$ cat src/rtl/trap_pkg.sv
package trap_pkg;
  // status word fields
  localparam int ST_CDC_LSB = 0;
  localparam int ST_CDC_W   = 7;
  localparam int ST_CDE     = 7;
  localparam int ST_GW      = 8;
  localparam int ST_IS      = 9;
  localparam int ST_IO_LSB  = 10;
  localparam int ST_PRS_LSB = 12;
  localparam logic [1:0] IO_SUPER = 2'b10;
  // interrupt control fields
  localparam int IC_CPN_LSB  = 0;
  localparam int IC_PRIO_W   = 8;
  localparam int IC_IE       = 8;
  localparam int IC_PEND_LSB = 16;
  // previous-context link fields
  localparam int PX_PIE     = 23;
  localparam int PX_CPN_LSB = 24;
  // system control flag
  localparam int SC_DEPL = 0;
  // vector arithmetic
  localparam int VEC_SHIFT  = 5;
  localparam int PEND_SHIFT = 10;
  // class and identification codes
  localparam int CLS_CTX     = 3;
  localparam int CLS_SYSCALL = 6;
  localparam int CLS_IRQ     = 8;
  localparam int TIN_DEPLETED  = 4;
  localparam int TIN_UNDERFLOW = 5;

  typedef enum logic [1:0] {S_IDLE, S_WAIT, S_DONE} seq_state_t;
endpackage

$ cat src/rtl/trap_status_rewrite.sv
module trap_status_rewrite
  import trap_pkg::*;
#(
  parameter int XLEN = 32
) (
  input  logic [XLEN-1:0] cur_stat,
  input  logic [XLEN-1:0] cur_sp,
  input  logic [XLEN-1:0] int_sp,
  output logic [XLEN-1:0] new_stat,
  output logic [XLEN-1:0] new_sp
);
  localparam int KEEP_LSB = ST_PRS_LSB + 2;

  always_comb begin
    new_sp = cur_stat[ST_IS] ? cur_sp : int_sp;
    new_stat = cur_stat;
    new_stat[ST_CDC_LSB +: ST_CDC_W] = '0;
    new_stat[ST_CDE]                 = 1'b1;
    new_stat[ST_GW]                  = 1'b0;
    new_stat[ST_IS]                  = 1'b1;
    new_stat[ST_IO_LSB +: 2]         = IO_SUPER;
    new_stat[ST_PRS_LSB +: 2]        = 2'b00;
  end

  // upper bits pass through one by one
  logic [XLEN-1:0] pass_chk;
  genvar gi;
  generate
    for (gi = 0; gi < XLEN; gi++) begin : g_pass
      if (gi >= KEEP_LSB) begin : g_keep
        assign pass_chk[gi] = (new_stat[gi] == cur_stat[gi]);
      end else begin : g_fld
        assign pass_chk[gi] = 1'b1;
      end
    end
  endgenerate

  always_comb begin
    a_r3_upper_kept: assert (&pass_chk);
  end
endmodule

$ cat src/rtl/trap_ctx_link.sv
module trap_ctx_link
  import trap_pkg::*;
#(
  parameter int XLEN = 32
) (
  input  logic [XLEN-1:0] cur_irq_ctl,
  input  logic [XLEN-1:0] cur_prev_ctx,
  output logic [XLEN-1:0] new_irq_ctl,
  output logic [XLEN-1:0] new_prev_ctx
);
  always_comb begin
    new_prev_ctx = cur_prev_ctx;
    new_prev_ctx[PX_PIE] = cur_irq_ctl[IC_IE];
    new_prev_ctx[PX_CPN_LSB +: IC_PRIO_W] = cur_irq_ctl[IC_CPN_LSB +: IC_PRIO_W];
    new_irq_ctl = cur_irq_ctl;
    new_irq_ctl[IC_IE] = 1'b0;
  end
endmodule

$ cat src/rtl/trap_target_sel.sv
module trap_target_sel
  import trap_pkg::*;
#(
  parameter int XLEN  = 32,
  parameter int CLS_W = 4,
  parameter int TIN_W = 8
) (
  input  logic [CLS_W-1:0] cls,
  input  logic [TIN_W-1:0] tin,
  input  logic [XLEN-1:0]  pc,
  input  logic [XLEN-1:0]  next_pc,
  input  logic [XLEN-1:0]  trap_base,
  input  logic [XLEN-1:0]  irq_base,
  input  logic [XLEN-1:0]  cur_irq_ctl,
  input  logic [XLEN-1:0]  cur_sys_ctl,
  output logic [XLEN-1:0]  new_pc,
  output logic [XLEN-1:0]  ret_addr,
  output logic [XLEN-1:0]  id_val,
  output logic [XLEN-1:0]  new_sys_ctl,
  output logic             need_save,
  output logic             bad_class
);
  localparam logic [XLEN-1:0] PEND_MASK = XLEN'({IC_PRIO_W{1'b1}}) << IC_PEND_LSB;

  logic is_irq, is_sys, is_depl, is_unf;
  logic [XLEN-1:0] vec_trap, vec_irq;

  always_comb begin
    bad_class = (cls > CLS_W'(CLS_IRQ));
    is_irq    = (cls == CLS_W'(CLS_IRQ));
    is_sys    = (cls == CLS_W'(CLS_SYSCALL));
    is_depl   = (cls == CLS_W'(CLS_CTX)) && (tin == TIN_W'(TIN_DEPLETED));
    is_unf    = (cls == CLS_W'(CLS_CTX)) && (tin == TIN_W'(TIN_UNDERFLOW));
    vec_trap  = trap_base | (XLEN'(cls) << VEC_SHIFT);
    vec_irq   = irq_base | ((cur_irq_ctl & PEND_MASK) >> PEND_SHIFT);

    if (bad_class)   new_pc = pc;
    else if (is_irq) new_pc = vec_irq;
    else             new_pc = vec_trap;

    if (is_depl)     ret_addr = vec_trap;
    else if (is_sys) ret_addr = next_pc;
    else             ret_addr = pc;

    id_val = XLEN'(tin);
    new_sys_ctl = cur_sys_ctl;
    if (is_depl) new_sys_ctl[SC_DEPL] = 1'b1;

    need_save = !bad_class && !is_sys && !is_unf;
  end
endmodule

$ cat src/rtl/trap_entry_seq.sv
module trap_entry_seq
  import trap_pkg::*;
#(
  parameter int XLEN  = 32,
  parameter int CLS_W = 4,
  parameter int TIN_W = 8
) (
  input  logic             clk,
  input  logic             rst_n,
  input  logic             req_valid,
  output logic             req_ready,
  input  logic [CLS_W-1:0] req_class,
  input  logic [TIN_W-1:0] req_tin,
  input  logic [XLEN-1:0]  req_pc,
  input  logic [XLEN-1:0]  req_next_pc,
  input  logic [XLEN-1:0]  cur_stat,
  input  logic [XLEN-1:0]  cur_irq_ctl,
  input  logic [XLEN-1:0]  cur_prev_ctx,
  input  logic [XLEN-1:0]  cur_sp,
  input  logic [XLEN-1:0]  cur_sys_ctl,
  input  logic [XLEN-1:0]  int_sp,
  input  logic [XLEN-1:0]  trap_base,
  input  logic [XLEN-1:0]  irq_base,
  output logic             save_req,
  input  logic             save_ack,
  output logic             done,
  output logic             err,
  output logic [XLEN-1:0]  new_pc,
  output logic [XLEN-1:0]  ret_addr,
  output logic [XLEN-1:0]  id_out,
  output logic [XLEN-1:0]  new_sp,
  output logic [XLEN-1:0]  new_stat,
  output logic [XLEN-1:0]  new_irq_ctl,
  output logic [XLEN-1:0]  new_prev_ctx,
  output logic [XLEN-1:0]  new_sys_ctl
);
  typedef struct packed {
    logic [CLS_W-1:0] cls;
    logic [TIN_W-1:0] tin;
    logic [XLEN-1:0]  pc;
    logic [XLEN-1:0]  next_pc;
    logic [XLEN-1:0]  stat;
    logic [XLEN-1:0]  irq_ctl;
    logic [XLEN-1:0]  prev_ctx;
    logic [XLEN-1:0]  sp;
    logic [XLEN-1:0]  sys_ctl;
    logic [XLEN-1:0]  isp;
    logic [XLEN-1:0]  tbase;
    logic [XLEN-1:0]  ibase;
  } trap_req_t;

  seq_state_t state;
  trap_req_t  rq;

  logic [XLEN-1:0] c_stat, c_sp, c_irq_ctl, c_prev_ctx;
  logic [XLEN-1:0] c_pc, c_ret, c_id, c_sys_ctl;
  logic            c_need_save, c_bad;
  logic            commit;

  trap_status_rewrite #(.XLEN(XLEN)) u_stat (
    .cur_stat (rq.stat),
    .cur_sp   (rq.sp),
    .int_sp   (rq.isp),
    .new_stat (c_stat),
    .new_sp   (c_sp)
  );

  trap_ctx_link #(.XLEN(XLEN)) u_link (
    .cur_irq_ctl  (rq.irq_ctl),
    .cur_prev_ctx (rq.prev_ctx),
    .new_irq_ctl  (c_irq_ctl),
    .new_prev_ctx (c_prev_ctx)
  );

  trap_target_sel #(.XLEN(XLEN), .CLS_W(CLS_W), .TIN_W(TIN_W)) u_tgt (
    .cls         (rq.cls),
    .tin         (rq.tin),
    .pc          (rq.pc),
    .next_pc     (rq.next_pc),
    .trap_base   (rq.tbase),
    .irq_base    (rq.ibase),
    .cur_irq_ctl (rq.irq_ctl),
    .cur_sys_ctl (rq.sys_ctl),
    .new_pc      (c_pc),
    .ret_addr    (c_ret),
    .id_val      (c_id),
    .new_sys_ctl (c_sys_ctl),
    .need_save   (c_need_save),
    .bad_class   (c_bad)
  );

  assign req_ready = (state == S_IDLE);
  assign save_req  = (state == S_WAIT) && c_need_save;
  assign done      = (state == S_DONE);
  assign commit    = (state == S_WAIT) && (!c_need_save || save_ack);

  always_ff @(posedge clk or negedge rst_n) begin
    if (!rst_n) begin
      state <= S_IDLE;
      rq    <= '0;
    end else begin
      case (state)
        S_IDLE: if (req_valid) begin
          rq.cls     <= req_class;
          rq.tin     <= req_tin;
          rq.pc      <= req_pc;
          rq.next_pc <= req_next_pc;
          rq.stat    <= cur_stat;
          rq.irq_ctl <= cur_irq_ctl;
          rq.prev_ctx <= cur_prev_ctx;
          rq.sp      <= cur_sp;
          rq.sys_ctl <= cur_sys_ctl;
          rq.isp     <= int_sp;
          rq.tbase   <= trap_base;
          rq.ibase   <= irq_base;
          state      <= S_WAIT;
        end
        S_WAIT: if (commit) state <= S_DONE;
        default: state <= S_IDLE;
      endcase
    end
  end

  always_ff @(posedge clk or negedge rst_n) begin
    if (!rst_n) begin
      err          <= 1'b0;
      new_pc       <= '0;
      ret_addr     <= '0;
      id_out       <= '0;
      new_sp       <= '0;
      new_stat     <= '0;
      new_irq_ctl  <= '0;
      new_prev_ctx <= '0;
      new_sys_ctl  <= '0;
    end else if (commit) begin
      new_pc <= c_pc;
      err    <= c_bad;
      if (!c_bad) begin
        ret_addr     <= c_ret;
        id_out       <= c_id;
        new_sp       <= c_sp;
        new_stat     <= c_stat;
        new_irq_ctl  <= c_irq_ctl;
        new_prev_ctx <= c_prev_ctx;
        new_sys_ctl  <= c_sys_ctl;
      end
    end
  end

  // strobe is a single cycle
  a_r12_done_single: assert property (@(posedge clk) disable iff (!rst_n)
    done |=> !done);
  // channel closes after a handshake
  a_r12_busy_after_accept: assert property (@(posedge clk) disable iff (!rst_n)
    (req_valid && req_ready) |=> !req_ready);
  // request held until acknowledged
  a_r10_save_hold: assert property (@(posedge clk) disable iff (!rst_n)
    (save_req && !save_ack) |=> (save_req && !done));
  // acknowledge leads to completion
  a_r10_ack_commits: assert property (@(posedge clk) disable iff (!rst_n)
    (save_req && save_ack) |=> done);
  // supervisor privilege on a legal entry
  a_r2_io_super: assert property (@(posedge clk) disable iff (!rst_n)
    (done && !err) |-> (new_stat[ST_IO_LSB +: 2] == IO_SUPER));
  // interrupt stack marked in use
  a_r1_stack_bit: assert property (@(posedge clk) disable iff (!rst_n)
    (done && !err) |-> new_stat[ST_IS]);
  // interrupts disabled on entry
  a_r4_ie_cleared: assert property (@(posedge clk) disable iff (!rst_n)
    (done && !err) |-> !new_irq_ctl[IC_IE]);
  // illegal class never asks for a save
  a_r11_no_save_bad: assert property (@(posedge clk) disable iff (!rst_n)
    (done && err) |-> $past(!save_req));
endmodule

$ cat config.mk
export PLATFORM = sky130hd
export DESIGN_NAME = trap_entry_seq
export DESIGN_NICKNAME = d
export VERILOG_FILES = /design/src/rtl/trap_pkg.sv /design/src/rtl/trap_status_rewrite.sv /design/src/rtl/trap_ctx_link.sv /design/src/rtl/trap_target_sel.sv /design/src/rtl/trap_entry_seq.sv
export SDC_FILE = /design/constraint.sdc
export NUM_CORES = 1
export LEC_CHECK = 0
export BUFFER_PORTS_ARGS = -buffer_cell sky130_fd_sc_hd__buf_2
export CAP_MARGIN = 30
export CORE_AREA = 2 2 231 233
export DETAILED_ROUTE_END_ITERATION = 7
export DIE_AREA = 0 0 233 235
export GPL_TIMING_DRIVEN = 0
export PLACE_DENSITY = 0.68
export SLEW_MARGIN = 20
export SYNTH_ARGS = -nofsm -noshare
export SYNTH_HDL_FRONTEND = slang
export SYNTH_SLANG_ARGS = --single-unit
$ cat constraint.sdc
create_clock -name clk -period 3 [get_ports clk]
set_input_delay 0.45 -clock clk [delete_from_list [all_inputs] [get_ports clk]]
set_output_delay 0.45 -clock clk [all_outputs]
set_load 0.1 [all_outputs]
# == Yosys cells after proc, flatten, opt, wreduce, memory -nomap -nowiden ==
# Cells that the tools add are included.
# W data, S select, Z words.
# word_totals
ff_bits,546
inputBits,336
out_inout_bits,260
wordCells,59
# op_classes
magnitude_cmp,1
eq_ne,9
muxes,9
n_bitwise,3
n_reduce_logical,15
# op_table
op,count
$mux W32,5
$or A32 B14 Y32,1
$or A32 B9 Y32,1
$eq A8 B3 Y1 const B,2
$logic_and A1 B1 Y1,6
$reduce_and A2 Y1,3
$eq A4 B2 Y1 const B,1
$eq A4 B3 Y1 const B,1
$eq A4 B4 Y1 const B,1
$gt A4 B4 Y1 const B,1
$logic_not A1 Y1,4
$mux W2,2
$ne A2 B2 Y1 const B,2
$pmux W2 S2,1
$eq A2 B1 Y1 const B,1
$eq A2 B2 Y1 const B,1
$logic_not A2 Y1,1
$logic_or A1 B1 Y1,1
$mux W1,1
$not A1 Y1,1

# == Depth between registers and ports, before layout ==
# depth
word_depth,9
ltp_mapped,7
ltp_nobuf,4

# == Modules after synthesis ==
# A second synthesis with hierarchy kept.
# unflattened
hier_cells,1630
hier_area_um2,25185.4
# by_module_without_submodules
module,instances,cells_each,area_per_inst_um2,seq_area_each_um2
trap_entry_seq,1,1255,21848.5,14789.2
trap_target_sel,1,240,2060.7,0.0
trap_status_rewrite,1,70,792.0,0.0
trap_ctx_link,1,65,484.2,0.0

# == Worst setup path after synthesis ==
# OpenSTA, ideal clock, no wires.
# synth_timing
path_type,reg2reg
startpoint,reg state[0]
endpoint,reg rq[233] (netlist bit)
setup_time_ns,0.066
arrival_time_ns,2.763
slack_ns,0.171
path_stages_with_launch,8
synth_period_minus_slack_ns,2.829
cell_sequence,dfrtp_1 > nor2_1 > and2_1 > clkbuf_1 > clkbuf_1 > clkbuf_1 > nand2_1 > nand2_1
# synth_between
elab_chain_cells,2
# synth_rtl
item,line,text
"start, declared",trap_entry_seq.sv:52,seq_state_t state;
"start signal, assigned",trap_entry_seq.sv:99,state <= S_IDLE;
"start signal, assigned",trap_entry_seq.sv:116,state <= S_WAIT;
"start signal, assigned",trap_entry_seq.sv:118,S_WAIT: if (commit) state <= S_DONE;
$logic_not A2 Y1,n/a,
via req_ready,trap_entry_seq.sv:11,"output logic req_ready,"
$reduce_and A2 Y1 (no line),n/a,
"end, declared",trap_entry_seq.sv:53,trap_req_t rq;
# The timed path passes the listed nets, and every way through them passes these cells.
# A chain may end at the register's enable or synchronous reset.

# == Worst setup path in the final report ==
# layout_timing
startpoint,"reg, netlist name rq[320]"
endpoint,reg ret_addr[10]
# layout_between
elab_chain_cells,8
elab_cells_between_ends,11
cone_classes,eq/ne: 2; mux: 1; reduce/logical: 8
# layout_rtl
item,line,text
$eq A8 B3 Y1,trap_target_sel.sv:33,is_unf = (cls == CLS_W'(CLS_CTX)) && (tin == TIN_W'(TIN_UNDERFLOW));
$logic_and A1 B1 Y1,trap_target_sel.sv:33,
$logic_not A1 Y1,trap_target_sel.sv:49,need_save = !bad_class && !is_sys && !is_unf;
$logic_and A1 B1 Y1,trap_target_sel.sv:49,
$logic_not A1 Y1,trap_entry_seq.sv:95,assign commit = (state == S_WAIT) && (!c_need_save || save_ack);
$logic_or A1 B1 Y1,trap_entry_seq.sv:95,
$logic_and A1 B1 Y1,trap_entry_seq.sv:95,
$reduce_and A2 Y1 (no line),n/a,
"end signal, assigned",trap_entry_seq.sv:139,ret_addr <= c_ret;
"end, declared",trap_entry_seq.sv:29,"output logic [XLEN-1:0] ret_addr,"
# Parallel ways exist; a longest one is shown, timed or not.

==> impl_metrics.py <==
metrics = {
    "sta": {
        "period_share_pct": 96.6,
        "max_freq_mhz": 345,
        "slew_headroom_pct": 35.7,
        "fin_worst_skew_ns": 0.0175,
        "min_period_ns": 2.90,
        "worst_slew_pin_slew_ns": 0.964,
        "hold_viol": 0,
        "setup_tns_ns": 0,
        "final-setup-viol-count": 0,
        "slew_violations": 0,
        "rsz0062_at_grt": "false",
    },
    "clocking": {
        "clk_path_buf_depth": 3,
        "clk_pin_slew_ns": 0.06,
        "cts_tree": "done",
        "cts_made_buffers": 56,
        "htree_levels": 2,
        "clk_latency_ns": 0.61,
        "cts_num_sinks": 523,
        "clock-root-buffer": "clkbuf_16",
    },
    "logic_synthesis": {
        "synth_top_cell_by_area": "dfrtp_1",
        "synth-compound-area-share_pct": 1.69,
        "ys_seq_area_share_pct": 60.5,
        "synth_area_sq_um": 21600,
        "synth_fa_ha_area_share_pct": 0,
        "synth_area_leaders": "dfrtp_1 61%, nand2_1 16%, mux2_2 10%",
        "synthXorXnorAreaFrac_pct": 0,
        "yosys.area_share.simple_pct": 18.0,
        "synthCells": 2027,
        "synth_top_area_share_pct": 60.5,
        "synthMuxAreaShare_pct": 15.8,
        "postSynthAreaPerCell_sq_um": 10.7,
        "synth_cell_types": 35,
        "synth_top_family_by_area": "simple AND/OR/NAND/NOR gates",
        "ys_ff_latch": 523,
        "yosys_warnings": 0,
    },
    "worst_setup_path": {
        "endpoint": "ret_addr[10]",
        "r2r_start": "rq[320]",
        "worst-setup-path-type": "flop to flop",
        "start_kind": "flop",
        "cp_max_fo": 10,
        "required_ns": 3.49,
        "reg2reg_slack_ns": 0.10,
        "end_kind": "flop",
        "arrival_ns": 3.38,
        "critPathLaunch": "rq[320]",
        "rr_worst_depth": 5,
        "timing.rr.end": "ret_addr[10]",
    },
    "routing": {
        "initialDrtViolationCount": 1054,
        "routedWlPerCell_microns": 19.9,
        "routed_via_density": 4.91,
        "dr_total_vias": 16700,
        "wirelength_microns": 67900,
        "first_pass_iters": 5,
        "antenna_left": 0,
        "drc": 0,
    },
    "global_route": {
        "grt_pass1_vias": 17600,
        "grt_usage_pct": 24.7,
        "grt_max_degree": 105,
        "grt-ovfl-total": 0,
        "grt_pass1_wl_microns": 103000,
        "antenna_found_initial": 13,
        "gr-usage-met3_pct": 6.01,
        "grtUsageMet1_pct": 30.4,
        "grt-busiest-layer": "met2",
        "use_met2_pct": 42.0,
    },
    "place": {
        "place.detailed.hpwl_microns": 50800,
        "io_buffers": 537,
        "numPlacedInstances": 3293,
        "dpl-instance-area_sq_um": 25500,
        "globalplace.congestion": 0.918,
    },
    "cells_and_area": {
        "final_cells": 3410,
        "layout_commonest_cell": "nand2_1",
        "syn_to_final_growth_pct": 26.7,
        "fill_cells": 4663,
        "finish.utilization_pct": 52.4,
        "fin_nets": 3007,
        "drive_above_1_share_pct": 33.6,
        "final_cell_mix": "943 x nand2_1, 546 x buf_2, 523 x dfrtp_1, 196 x mux2_2, 102 x mux2_1",
        "stdcell_area_sq_um": 27400,
    },
    "floorplan": {
        "start_util_pct": 41.4,
        "rows": 84,
        "core_sq_um": 52200,
        "fp.dieH_microns": 235,
        "design.die.area_sq_um": 54800,
        "die_w_microns": 233,
        "ios": 596,
    },
    "min_path": {
        "hold_class": "input port to flop",
    },
    "run_status": {
        "status": "finished clean",
    },
    "flow_run": {
        "cap_violations": 0,
    },
}
==> worst min path at each step <==
stage | start | endpoint | depth (start not counted)
floorplan | rst_n | err | 0
finish | cur_sp[2] | rq[130] | 3
detailed placement | rst_n | rq[213] | 1
global placement | rq[97] | rq[97] | 2
CTS | int_sp[31] | rq[95] | 3
global route | cur_irq_ctl[5] | rq[197] | 3
==> flip-flops by register name, summed over array words and instances (netlist names) <==
| register | flops |
|---|---|
| new_stat | 19 |
| new_prev_ctx | 31 |
| rq | 310 |
| new_pc | 32 |
| state | 2 |
| new_sp | 32 |
| ret_addr | 32 |
| id_out | 8 |
| new_sys_ctl | 32 |
| err | 1 |
| new_irq_ctl | 24 |
==> worst max-delay path, cell delays in order, from the launching register on <==
cell and delay [ns]:
dfrtp_1 0.48, nor4b_1 0.59, nand3_1 0.48, clkbuf_1 0.49, mux2_2 0.42, mux2_1 0.30
==> cells in the mapped netlist (all sizes together) <==
| cell | count |
|---|---|
| nor3b | 2 |
| o21a | 1 |
| a211oi | 1 |
| o221ai | 1 |
| o22ai | 1 |
| nor4bb | 1 |
| clkbuf | 89 |
| nand2 | 943 |
| nor4 | 1 |
| conb | 1 |
| a31oi | 1 |
| buf | 71 |
| and2 | 1 |
| nand2b | 7 |
| a221o | 23 |
| o31ai | 1 |
| nor2 | 7 |
| nor2b | 25 |
| mux2 | 298 |
| o21ai | 7 |
| dfrtp | 523 |
| nand3 | 6 |
| mux2i | 6 |
| nand4 | 1 |
| nor4b | 2 |
| o211ai | 2 |
| and4bb | 1 |
| inv | 1 |
| o31a | 1 |
| or2 | 1 |
| a311oi | 1 |
==> timing repair <==
action	4_1_cts	5_1_grt
hold buffers	5	0
setup endpoints to repair	0	107
resized for setup	0	3
endpoints found under the hold margin	70	0
buffers inserted	0	3
==> metrics by stage <==
stage	hold slack [ns]	worst slack (ns)
2_1_floorplan	0.154	0.171
3_3_place_gp	0.452	-8.99
3_5_place_dp	0.439	0.0211
4_1_cts	0.000248	0.0122
5_1_grt	0.0176	0.00329
6_report	0.0309	0.103
==> logic make-up (layout without fill, tap and decap cells) <==
kind of cell    count (synthesis)  after routing
simple gates                  998            998
flops                         523            523
mux                           304            304
buf+inv                       161            813
compound gates                 40             40
other cells                     1             44
==> per-layer routing <==
layer | up-vias | routed length (microns)
met5 | - | 71
met4 | 12 | 2190
met3 | 136 | 4990
met2 | 611 | 33700
met1 | 8244 | 27000
li1 | 7725 | -
==> area by class of cell <==
type | instances | area (sq um) | area share [%]
inverters | 1 | 3.75 | 0.0137
multi-input cells | 1378 | 7810 | 28.5
well taps | 688 | 861 | 3.14
flip-flops and latches | 523 | 13100 | 47.8
diodes | 8 | 20.0 | 0.0731
repair buffers | 551 | 2930 | 10.7
clock inverters | 17 | 154 | 0.562
plain buffers | 160 | 845 | 3.08
clock buffers | 84 | 1690 | 6.16
Power is not shown: default switching activity piles up to over one toggle a cycle in this logic, so the estimate is an artifact.
